$ cat src/rtl/lvl_irq_pkg.sv
package lvl_irq_pkg;
  localparam int SLOT_CNT = 8;
  localparam int SLOT_W = $clog2(SLOT_CNT);
  localparam int DATA_W = 8;
  localparam int LVL_W = 2;

  typedef struct packed {
    logic [SLOT_CNT-1:0] wrSel;
    logic [DATA_W-1:0]   data;
  } regStrobe_t;
endpackage

$ cat src/rtl/lvl_irq_ctrl_decode.sv
module lvl_irq_ctrl_decode
  import lvl_irq_pkg::*;
(
  input  logic              wrEn,
  input  logic [SLOT_W-1:0] wrAddr,
  input  logic [DATA_W-1:0] wrData,
  output regStrobe_t        strb
);
  always_comb begin
    strb.wrSel = '0;
    if (wrEn) strb.wrSel[wrAddr] = 1'b1;
    strb.data = wrData;
  end
endmodule

$ cat src/rtl/lvl_irq_datapath.sv
module lvl_irq_datapath
  import lvl_irq_pkg::*;
#(
  parameter int NUM_SRC = 12,
  localparam int IDX_W = $clog2(NUM_SRC)
)(
  input  logic               clk,
  input  logic               rstN,
  input  logic [NUM_SRC-1:0] srcEvent,
  input  regStrobe_t         strb,
  input  logic               cpuIFlag,
  input  logic [LVL_W-1:0]   cpuLevel,
  output logic               irqValid,
  output logic [IDX_W-1:0]   irqIndex,
  output logic [LVL_W-1:0]   irqLevel
);
  localparam int BYTE_REGS   = (NUM_SRC + DATA_W - 1) / DATA_W;
  localparam int PER_LREG    = DATA_W / LVL_W;
  localparam int LVL_REGS    = (NUM_SRC + PER_LREG - 1) / PER_LREG;
  localparam int CLR_BASE    = 0;
  localparam int EN_BASE     = BYTE_REGS;
  localparam int LVL_BASE    = 2 * BYTE_REGS;
  localparam int SPARE_FIRST = LVL_BASE + LVL_REGS;
  localparam logic [LVL_W-1:0] PARKED = '1;

  logic [NUM_SRC-1:0]            flagReg;
  logic [NUM_SRC-1:0]            enReg;
  logic [NUM_SRC-1:0][LVL_W-1:0] lvlReg;
  logic [NUM_SRC-1:0][LVL_W-1:0] effLvl;

  for (genvar k = 0; k < NUM_SRC; k++) begin : g_src
    localparam int BYTE_I = k / DATA_W;
    localparam int BIT_I  = k % DATA_W;
    localparam int LREG   = k / PER_LREG;
    localparam int LOFF   = LVL_W * (k % PER_LREG);
    logic clrHit;
    assign clrHit = strb.wrSel[CLR_BASE + BYTE_I] & strb.data[BIT_I];

    always_ff @(posedge clk) begin
      if (!rstN) begin
        flagReg[k] <= 1'b0;
        enReg[k]   <= 1'b0;
        lvlReg[k]  <= PARKED;
      end else begin
        flagReg[k] <= srcEvent[k] | (flagReg[k] & ~clrHit);
        if (strb.wrSel[EN_BASE + BYTE_I]) enReg[k] <= strb.data[BIT_I];
        if (strb.wrSel[LVL_BASE + LREG]) lvlReg[k] <= strb.data[LOFF +: LVL_W];
      end
    end

    assign effLvl[k] = (lvlReg[k] == '0) ? LVL_W'(1) : lvlReg[k];


    event_latch_chk: assert property (@(posedge clk) disable iff (!rstN)
      srcEvent[k] |=> flagReg[k]);
  end

  always_comb begin
    irqLevel = PARKED;
    irqIndex = '0;
    for (int k = 0; k < NUM_SRC; k++) begin
      if (flagReg[k] && enReg[k] && (effLvl[k] < irqLevel)) begin
        irqLevel = effLvl[k];
        irqIndex = IDX_W'(k);
      end
    end
  end

  assign irqValid = cpuIFlag && (irqLevel != PARKED) && (irqLevel < cpuLevel);


  iflag_gate_chk: assert property (@(posedge clk) disable iff (!rstN)
    irqValid |-> cpuIFlag);

  parked_never_chk: assert property (@(posedge clk) disable iff (!rstN)
    (irqLevel == PARKED) |-> (!irqValid && irqIndex == '0));

  winner_pending_chk: assert property (@(posedge clk) disable iff (!rstN)
    (irqLevel != PARKED) |-> (flagReg[irqIndex] && enReg[irqIndex]));

  enable_write_only_chk: assert property (@(posedge clk) disable iff (!rstN)
    !$stable(enReg) |-> $past(|strb.wrSel[EN_BASE +: BYTE_REGS]));

  if (SPARE_FIRST < SLOT_CNT) begin : g_spare

    spare_slot_chk: assert property (@(posedge clk) disable iff (!rstN)
      (|strb.wrSel[SLOT_CNT-1:SPARE_FIRST]) |=> ($stable(enReg) && $stable(lvlReg)));
  end
endmodule

$ cat src/rtl/lvl_irq_ctrl.sv
module lvl_irq_ctrl
  import lvl_irq_pkg::*;
#(
  parameter int NUM_SRC = 12,
  localparam int IDX_W = $clog2(NUM_SRC)
)(
  input  logic               clk,
  input  logic               rstN,
  input  logic [NUM_SRC-1:0] srcEvent,
  input  logic               wrEn,
  input  logic [SLOT_W-1:0]  wrAddr,
  input  logic [DATA_W-1:0]  wrData,
  input  logic               cpuIFlag,
  input  logic [LVL_W-1:0]   cpuLevel,
  output logic               irqValid,
  output logic [IDX_W-1:0]   irqIndex,
  output logic [LVL_W-1:0]   irqLevel
);
  regStrobe_t strb;

  lvl_irq_ctrl_decode decode_i (
    .wrEn   (wrEn),
    .wrAddr (wrAddr),
    .wrData (wrData),
    .strb   (strb)
  );

  lvl_irq_datapath #(.NUM_SRC(NUM_SRC)) dp_i (
    .clk      (clk),
    .rstN     (rstN),
    .srcEvent (srcEvent),
    .strb     (strb),
    .cpuIFlag (cpuIFlag),
    .cpuLevel (cpuLevel),
    .irqValid (irqValid),
    .irqIndex (irqIndex),
    .irqLevel (irqLevel)
  );
endmodule

$ cat config.mk
export PLATFORM = sky130hd
export DESIGN_NAME = lvl_irq_ctrl
export DESIGN_NICKNAME = d
export VERILOG_FILES = /design/src/rtl/lvl_irq_pkg.sv /design/src/rtl/lvl_irq_ctrl_decode.sv /design/src/rtl/lvl_irq_datapath.sv /design/src/rtl/lvl_irq_ctrl.sv
export SDC_FILE = /design/constraint.sdc
export NUM_CORES = 1
export LEC_CHECK = 0
export BUFFER_PORTS_ARGS = -buffer_cell sky130_fd_sc_hd__buf_2
export CORE_MARGIN = 2
export CORE_UTILIZATION = 55
export DETAILED_ROUTE_END_ITERATION = 10
export PLACE_DENSITY = 0.8
export RECOVER_POWER = 50
export REMOVE_ABC_BUFFERS = 1
export SYNTH_ARGS = -nofsm -noshare
export SYNTH_HDL_FRONTEND = slang
export SYNTH_SLANG_ARGS = --single-unit
$ cat constraint.sdc
create_clock -name clk -period 6.36 [get_ports clk]
set_input_delay 1.272 -clock clk [delete_from_list [all_inputs] [get_ports clk]]
set_output_delay 1.272 -clock clk [all_outputs]
set_load 0.1 [all_outputs]
== After elaboration in Yosys (flattened, before gate mapping) ==
Index checks and enable logic that the tools add are counted.
Storage, ports and cells
  register bits after elaboration: 48
  output and inout bits: 7
  logic and storage cells: 177
  input bits: 29
Cells by class
  eq/ne operators: 1
  order comparisons: 15
  bitwise logic cells: 48
  reductions and logical operators: 39
  muxes and demuxes: 38
Operators with widths (count)
  $mux 2: 26
  $logic_and 1x1->1: 27
  $and 1x1->1: 24
  $logic_not 2->1: 12
  $lt 2x2->1: 12
  $mux 4: 4
  $mux 3: 4
  $not 1->1: 12
  $or 1x1->1: 12
  $mux 7: 1
  $lt 3x4->1 const B: 1
  $demux 1 s3: 1
  $ge 3x1->1 const B: 1
  $lt 2x2->1 const B: 1
  $mux 1: 2
  $ne 2x2->1 const B: 1

== Longest topological paths before layout ==
Gate-level depths: netlist of run 1.
  depth in word-level cells: 41
  gate-level depth with buffers: 8

== By module ==
From an unflattened synthesis of run 1, not the netlist that was laid out.
Second synthesis, totals
  cell total of the unflattened synthesis: 343
  area, all modules: 3031.7 µm²
Modules (own cells, without submodules)
  lvl_irq_datapath: sequential area each 960.9 µm², instances 1, cells an instance 327, area an instance 2875.3 µm²
  lvl_irq_ctrl_decode: sequential area each 0.0 µm², instances 1, cells an instance 16, area an instance 156.4 µm²

== Worst setup path before layout of run 1 ==
OpenSTA, ideal clock, no wires.
  kind: register to output
  start point: register dp_i.lvlReg[3] (netlist bit)
  end point: output irqValid
  setup slack: 874 ps
  data required time: 5088 ps
  arrival time: 4214 ps
  stages on the path, launching flop included: 9
  path through: dfxtp_1 -> nand3b_1 -> and2_1 -> buf_2 -> a2bb2oi_2 -> o22ai_2 -> a21o_1 -> a21oi_1 -> o22ai_1
On the way
  word-level cells in the longest chain between the ends: 38
RTL lines
  start, declared: RTL line lvl_irq_datapath.sv:28  | logic [NUM_SRC-1:0][LVL_W-1:0] lvlReg;
  start signal, assigned by index: RTL line lvl_irq_datapath.sv:47  | if (strb.wrSel[LVL_BASE + LREG]) lvlReg[k] <= strb.data[LOFF +: LVL_W];
  $logic_not 2->1: RTL line lvl_irq_datapath.sv:51  | assign effLvl[k] = (lvlReg[k] == '0) ? LVL_W'(1) : lvlReg[k];
  $mux 2 (*): RTL line lvl_irq_datapath.sv:51
  $lt 2x2->1: RTL line lvl_irq_datapath.sv:62  | if (flagReg[k] && enReg[k] && (effLvl[k] < irqLevel)) begin
  $logic_and 1x1->1: RTL line lvl_irq_datapath.sv:62
  $mux 2 (*): RTL line lvl_irq_datapath.sv:62
  $lt 2x2->1: RTL line lvl_irq_datapath.sv:62
  $logic_and 1x1->1: RTL line lvl_irq_datapath.sv:62
  $mux 2 (*): RTL line lvl_irq_datapath.sv:62
  (+23 left out)
  $mux 2 (*): RTL line lvl_irq_datapath.sv:62
  $lt 2x2->1: RTL line lvl_irq_datapath.sv:62
  $logic_and 1x1->1: RTL line lvl_irq_datapath.sv:62
  $mux 2 (*): RTL line lvl_irq_datapath.sv:62
  via irqLevel[0]: RTL line lvl_irq_ctrl.sv:17  | output logic [LVL_W-1:0] irqLevel
  $ne 2x2->1: RTL line lvl_irq_datapath.sv:69  | assign irqValid = cpuIFlag && (irqLevel != PARKED) && (irqLevel < cpuLevel);
  $logic_and 1x1->1: RTL line lvl_irq_datapath.sv:69
  $logic_and 1x1->1 (*): RTL line lvl_irq_datapath.sv:69
  end, declared: RTL line lvl_irq_ctrl.sv:15  | output logic irqValid,
The timed path passes the listed nets; every way through them passes the cells marked *.

== Final worst setup path of run 1 ==
  start point: register dp_i.lvlReg[3] (netlist bit)
  end point: output irqIndex[0]
On the way
  word-level cells in the longest chain between the ends: 35
RTL lines
  $logic_not 2->1: RTL line lvl_irq_datapath.sv:51
  $mux 2 (*): RTL line lvl_irq_datapath.sv:51
  $lt 2x2->1: RTL line lvl_irq_datapath.sv:62
  $logic_and 1x1->1: RTL line lvl_irq_datapath.sv:62
  $mux 2: RTL line lvl_irq_datapath.sv:62
  $lt 2x2->1: RTL line lvl_irq_datapath.sv:62
  $logic_and 1x1->1: RTL line lvl_irq_datapath.sv:62
  $mux 2: RTL line lvl_irq_datapath.sv:62
  (+19 left out)
  $logic_and 1x1->1: RTL line lvl_irq_datapath.sv:62
  $mux 2: RTL line lvl_irq_datapath.sv:62
  $lt 2x2->1: RTL line lvl_irq_datapath.sv:62
  $logic_and 1x1->1: RTL line lvl_irq_datapath.sv:62
  $mux 2: RTL line lvl_irq_datapath.sv:62
  $lt 2x2->1: RTL line lvl_irq_datapath.sv:62
  $logic_and 1x1->1: RTL line lvl_irq_datapath.sv:62
  $mux 4 (*): RTL line lvl_irq_datapath.sv:62
  end, declared: RTL line lvl_irq_ctrl.sv:16  | output logic [IDX_W-1:0] irqIndex,
Every way passes the cells marked *; elsewhere a longest branch is shown, timed or not.

==> impl_metrics.ini, run 1 <==
[run_status]
status = complete, no violations

[power]
pwr-share-clk_pct = 36.8
p_sw_share_pct = 24.2
p_per_area_nw_per_um2 = 208
switchingPower_mw = 0.143
comb_power_share_pct = 8.7
p_seq_share_pct = 54.5
p_int_mw = 0.450
p_leak_nw = 1.23
peakVddDrop_uv = 169

[clock_tree]
clk_latency_ns = 0.30
cts.sinks = 48
numCtsBuffers = 5
root_buffer = clkbuf_8
cts_tree = done
clock_path_buffers = 2
cts_hold_buf = 0
clk_pin_slew_worst_paths_ns = 0.09
htreeDepth = 2
post-cts-setup-buffers = 0
ctsResizeCount = 0

[grt]
track_usage_pct = 26.4
grt_pass1_vias = 2286
antenna_found_initial = 0
grt_pass1_wl_um = 10700
overflow = 0
grt_max_degree = 49

[yosys]
synth_edf_count = 0
synth_area_leaders = dfxtp_1 (38%), nand2_1 (13%), nand3_1 (5.5%), nor2b_1 (4.7%), a21oi_1 (3.5%)
synth_top_cell_by_area = dfxtp_1
ys.warnings.count = 0
syn-cell-area_um2 = 2540
syn_area_per_cell_um2 = 7.73
ys_ff_latch = 48
ys_seq_area_share_pct = 37.8
synth.distinct_cells = 55
synth.top_cell.area_share_pct = 37.8
synthArstFlopShare_pct = 0
syn_inst = 329
synth_ff_type = dfxtp_1

[run]
drv_cap = 0

[drt]
drt_iter0_drc = 147
met2WireLength_um = 2750
routedWlPerCell_um = 15.2
vias_per_cell = 5.95
wl_met3_um = 455
vias = 2475
drt-pass1-iter-count = 4
wl_met1_um = 2970
finalWirelength_um = 6330
ant_nets = 0
drc = 0
highest_layer = met4

[sta]
slew_violations = 0
setup_viol = 0
rsz0062_at_grt = false
fin_ws_ns = 2.12
layout_min_cycle_time_ns = 4.24
relSlewSlack_pct = 23.4
hold_viol = 0
skew_ns = 0
post-route-period-util_pct = 66.7
max_freq_mhz = 236
tns_ns = 0
tightest_slew_ns = 1.14

[worst_setup_path]
crit_path_end_kind = output port
cp-start-kind = flop
arrival_ns = 2.97
r2r_cells = 2
max_stage_delay_ns = 0.64
cp_max_fo = 5
worstPathCellList = nand3b_1 -> nor2_1 -> o21ai_1 -> a2111oi_0 -> a311oi_1 -> o221a_1 -> o211ai_1 -> buf_2
slowest_stage = a2111oi_0
crit_type = reg -> out
cp.required_ns = 5.09

[final_layout]
area_growth_pct = 12.5
layout_commonest_cell = nand2_1
final_cell_mix = nand2_1 (87), dfxtp_1 (48), buf_2 (33)
fin_cells = 416
nets = 392
drive_gt1_share_pct = 14.6
n_antenna_cell = 0

[worst_hold_path]
whs_path_depth = 2
worstHoldPathType = reg -> reg

[placed_design]
dp_hpwl_um = 4730
dpl_worst_slack_ns = 2.55
placed_cells = 408
gp_congestion = 0.938
io_buffers = 35

[floorplanning]
die_h_um = 72.0
start_util_pct = 57.6
die_area_um2 = 5180
io_pins = 36
fp.coreArea_um2 = 4410
row_count = 24
die-width_um = 72.0
==> logic make-up (layout without fill, tap and decap cells) <==
group	after synthesis	count (layout)	synth area share (%)
flip-flops	48	48	37.8
multiplexers	4	4	1.57
buffers and inverters	12	47	1.82
AND/OR/NAND/NOR	189	189	36.9
AO/OA/AOI/OAI	76	76	21.9
==> layout make-up <==
type | count | area [um^2]
clock buffer | 5 | 68.8
clock inverter | 3 | 42.5
fill | 386 | 1550
inverter | 4 | 15.0
multi-input combinational | 269 | 1540
sequential | 48 | 961
tap | 52 | 65.1
timing repair buffer | 35 | 173
==> state kept, by name, summed over array words and instances (netlist names) <==
name          cells
dp_i.enReg       12
dp_i.lvlReg      24
dp_i.flagReg     12
==> cells in the mapped netlist (5+ instances only) <==
| master | number |
|---|---|
| nor2_1 | 16 |
| nor2b_1 | 19 |
| a21boi_0 | 8 |
| o21ai_0 | 7 |
| o211ai_1 | 6 |
| nand2_1 | 87 |
| nand2b_1 | 5 |
| nand3_1 | 28 |
| clkbuf_1 | 7 |
| dfxtp_1 | 48 |
| a21oi_1 | 18 |
| and3b_1 | 5 |
| nand3b_1 | 10 |
==> critical path: cells and delay by family, from the launching register on <==
kind,cells,cell delay [ns]
flops,1,0.32
compound gates,5,1.34
buf+inv,1,0.45
simple gates,2,0.56
==> worst paths after layout <==
path	slack, ns	end	from
max	2.12	irqIndex[0]	dp_i.lvlReg[3]$_SDFFE_PN1P_
min	0.48	dp_i.lvlReg[22]$_SDFFE_PN1P_	dp_i.lvlReg[22]$_SDFFE_PN1P_
max reg2reg	5.65	dp_i.flagReg[9]$_SDFF_PN0_	dp_i.flagReg[9]$_SDFF_PN0_
min reg2reg	0.48	dp_i.lvlReg[22]$_SDFFE_PN1P_	dp_i.lvlReg[22]$_SDFFE_PN1P_
==> through the flow <==
step,util [%],hold WS (ns),power (mW),cell area (um^2)
floorplan,-,0.429,0.355,2510
global placement,62.3,0.441,0.380,2750
detailed placement,62.3,0.458,0.382,2750
CTS,64.9,0.479,0.595,2860
global route,64.8,0.496,0.615,2860
finish,64.8,0.479,0.594,2860
==> power by group through the flow <==
| stage | registers [mW] | clock network (mW) | logic (mW) |
|---|---|---|---|
| finish | 0.323 | 0.219 | 0.0516 |
| global placement | 0.330 | 0 | 0.0500 |
| CTS | 0.323 | 0.220 | 0.0516 |
| global route | 0.325 | 0.232 | 0.0578 |
| detailed placement | 0.330 | 0 | 0.0512 |
| floorplan | 0.327 | 0 | 0.0280 |
==> metal layers <==
layer	vias up	GRT usage, %
met5	-	0
met4	0	8.18
met3	18	5.00
met2	82	40.3
met1	1129	37.9
li1	1246	-
No activity file was read; power rests on OpenSTA's default activity.
==> run 2, diff against run 1 <==
--- a/config.mk
+++ b/config.mk
@@ -7,9 +7,9 @@
 export LEC_CHECK = 0
 export BUFFER_PORTS_ARGS = -buffer_cell sky130_fd_sc_hd__buf_2
 export CORE_MARGIN = 2
-export CORE_UTILIZATION = 55
+export CORE_UTILIZATION = 51
 export DETAILED_ROUTE_END_ITERATION = 10
-export PLACE_DENSITY = 0.8
+export PLACE_DENSITY = 0.78
 export RECOVER_POWER = 50
 export REMOVE_ABC_BUFFERS = 1
 export SYNTH_ARGS = -nofsm -noshare
==> constraint.sdc (replaced) <==
create_clock -name clk -period 3.66 [get_ports clk]
set_input_delay 0.732 -clock clk [delete_from_list [all_inputs] [get_ports clk]]
set_output_delay 0.732 -clock clk [all_outputs]
set_load 0.1 [all_outputs]
==> run 2 against run 1 <==
Cell count rose by 3.8%. Register-to-register slack got worse by 2.7 ns. Clock power rose by 88%. Critical path depth did not move. Cell area rose by 1.4%. Non-clock buffer count rose by 1. First-iteration DRC count rose by 13%. Wire length rose by 3.3%. Critical path type unchanged. Die area rose by 7.4%. Combinational power rose by 75%. Count of clock-buffer cells in the layout rose by 2.
==> impl_metrics.ini, run 2 (same netlist as run 1, synthesis figures left out) <==
[run_status]
status = complete, no violations

[floorplanning]
row_count = 25
die_area_um2 = 5570
fp.coreArea_um2 = 4750
start_util_pct = 53.5
die_h_um = 74.6
die-width_um = 74.6
io_pins = 36

[sta]
holdWs_ns = 0.480
relSlewSlack_pct = 36.2
slew_violations = 0
rsz0062_at_grt = false
setup_viol = 0
tns_ns = 0
max_freq_mhz = 279
layout_min_cycle_time_ns = 3.59
skew_ns = 0
tightest_slew_ns = 0.949
hold_viol = 0
post-route-period-util_pct = 98.1

[worst_setup_path]
cp_top_family = compound AO/OA/AOI/OAI gates
crit_type = reg -> out
cp.required_ns = 2.93
cp-start-kind = flop
crit_path_end_kind = output port
slowest_stage = a2111oi_0
max_stage_delay_ns = 0.69
worst-path-buf-inv = 1
worstPathCellList = nand3b_1 -> nor2_1 -> o21ai_1 -> a2111oi_0 -> a311oi_1 -> o221a_1 -> o211ai_1 -> clkbuf_4
arrival_ns = 2.86
cp_max_fo = 5

[drt]
ant_nets = 0
vias = 2530
drt_iter0_drc = 166
routedWlPerCell_um = 15.1
finalWirelength_um = 6540
drt-pass1-iter-count = 5
drc = 0
vias_per_cell = 5.86

[clock_tree]
clk_latency_ns = 0.29
cts.sinks = 48
htreeDepth = 2
clk_pin_slew_worst_paths_ns = 0.08
clock_path_buffers = 2
cts_tree = done
post-cts-setup-buffers = 0
root_buffer = clkbuf_8
numCtsBuffers = 5

[placed_design]
gp_congestion = 0.845
dp_hpwl_um = 4840
io_buffers = 35

[grt]
grt_pass1_wl_um = 10900
track_usage_pct = 25.4
antenna_found_initial = 0
grt_pass1_vias = 2311
grt_max_degree = 49
overflow = 0

[final_layout]
largest_register_ffs = 24
nets = 393
drive_gt1_share_pct = 14.5
area_growth_pct = 14.1
reg_top3 = dp_i.lvlReg x24, dp_i.enReg x12, dp_i.flagReg x12
n_antenna_cell = 0
final_cell_mix = nand2_1 (87), dfxtp_1 (48), buf_2 (31)
layout_commonest_cell = nand2_1
regMostFlops = dp_i.lvlReg

[worst_hold_path]
worstHoldPathType = reg -> reg

[power]
peakVddDrop_uv = 294
p_leak_nw = 1.24
p_per_area_nw_per_um2 = 367

[run]
drv_cap = 0
## run 2: changes by cell type in the layout (fill, tap and decap cells not counted)
cell        before  now
buf_2           33   31
clkinv_2         1    0
clkbuf_1         2    4
and2_2           0    1
clkbuf_8         5    7
and2_1           2    1
clkinvlp_4       1    0
clkbuf_4         0    1
## run 2: per-stage QoR
| stage | instances | setup slack, ns | power (mW) | cell area, um^2 | utilization (%) |
|---|---|---|---|---|---|
| final | 432 | 0.0699 | 1.06 | 2900 | 61.0 |
| after global routing | 432 | 0.0206 | 1.10 | 2900 | 61.0 |
| after CTS | 432 | 0.0701 | 1.07 | 2900 | 61.1 |
| after detailed placement | 424 | 0.386 | 0.663 | 2780 | 58.4 |
| after global placement | 424 | 0.538 | 0.661 | 2780 | 58.4 |
| after floorplan | 321 | -1.26 | 0.616 | 2510 | - |
## run 2: routing by layer
metal / track usage (%) / up-vias / routed length [um]
met3: 3.12 / 11 / 430
met2: 39.3 / 99 / 2920
met1: 36.4 / 1175 / 3070
met4: 8.93 / 0 / 108
li1: - / 1245 / -
met5: 0 / - / 0
## run 2: power by group
group | leakage, nW | switching (mW) | internal (mW)
Clock | 0.0645 | 0.171 | 0.241
Sequential | 0.394 | 0.0186 | 0.544
Combinational | 0.780 | 0.0541 | 0.0362
Total | 1.24 | 0.244 | 0.821
## run 2: worst min-delay path: cells and delay by family (launching register included)
family        cells  cell delay, ns
flops             1            0.33
simple gates      2            0.12
## run 2: area by class of cell
class | instances | area [um^2]
Inverter | 4 | 15.0
Fill cell | 438 | 1850
Timing Repair Buffer | 36 | 178
Clock buffer | 7 | 96.3
Sequential cell | 48 | 961
Clock inverter | 1 | 30.0
Multi-Input combinational cell | 269 | 1540
Tap cell | 67 | 83.8
## run 2: what timing repair did
item                                   in CTS  in global routing
hold buffers                                0                  0
endpoints found under the hold margin       0                  0
setup endpoints to repair                   0                  3
gates resized for setup                     0                  2
## run 2: worst paths after layout
kind                                     from                          end  slack, ns  cells after the start
hold reg to reg   dp_i.lvlReg[3]$_SDFFE_PN1P_  dp_i.lvlReg[3]$_SDFFE_PN1P_       0.48                      2
setup reg to reg   dp_i.flagReg[9]$_SDFF_PN0_   dp_i.flagReg[9]$_SDFF_PN0_       2.96                      2
hold / removal    dp_i.lvlReg[3]$_SDFFE_PN1P_  dp_i.lvlReg[3]$_SDFFE_PN1P_       0.48                      2
setup / recovery   dp_i.flagReg[1]$_SDFF_PN0_                  irqIndex[0]       0.07                      8
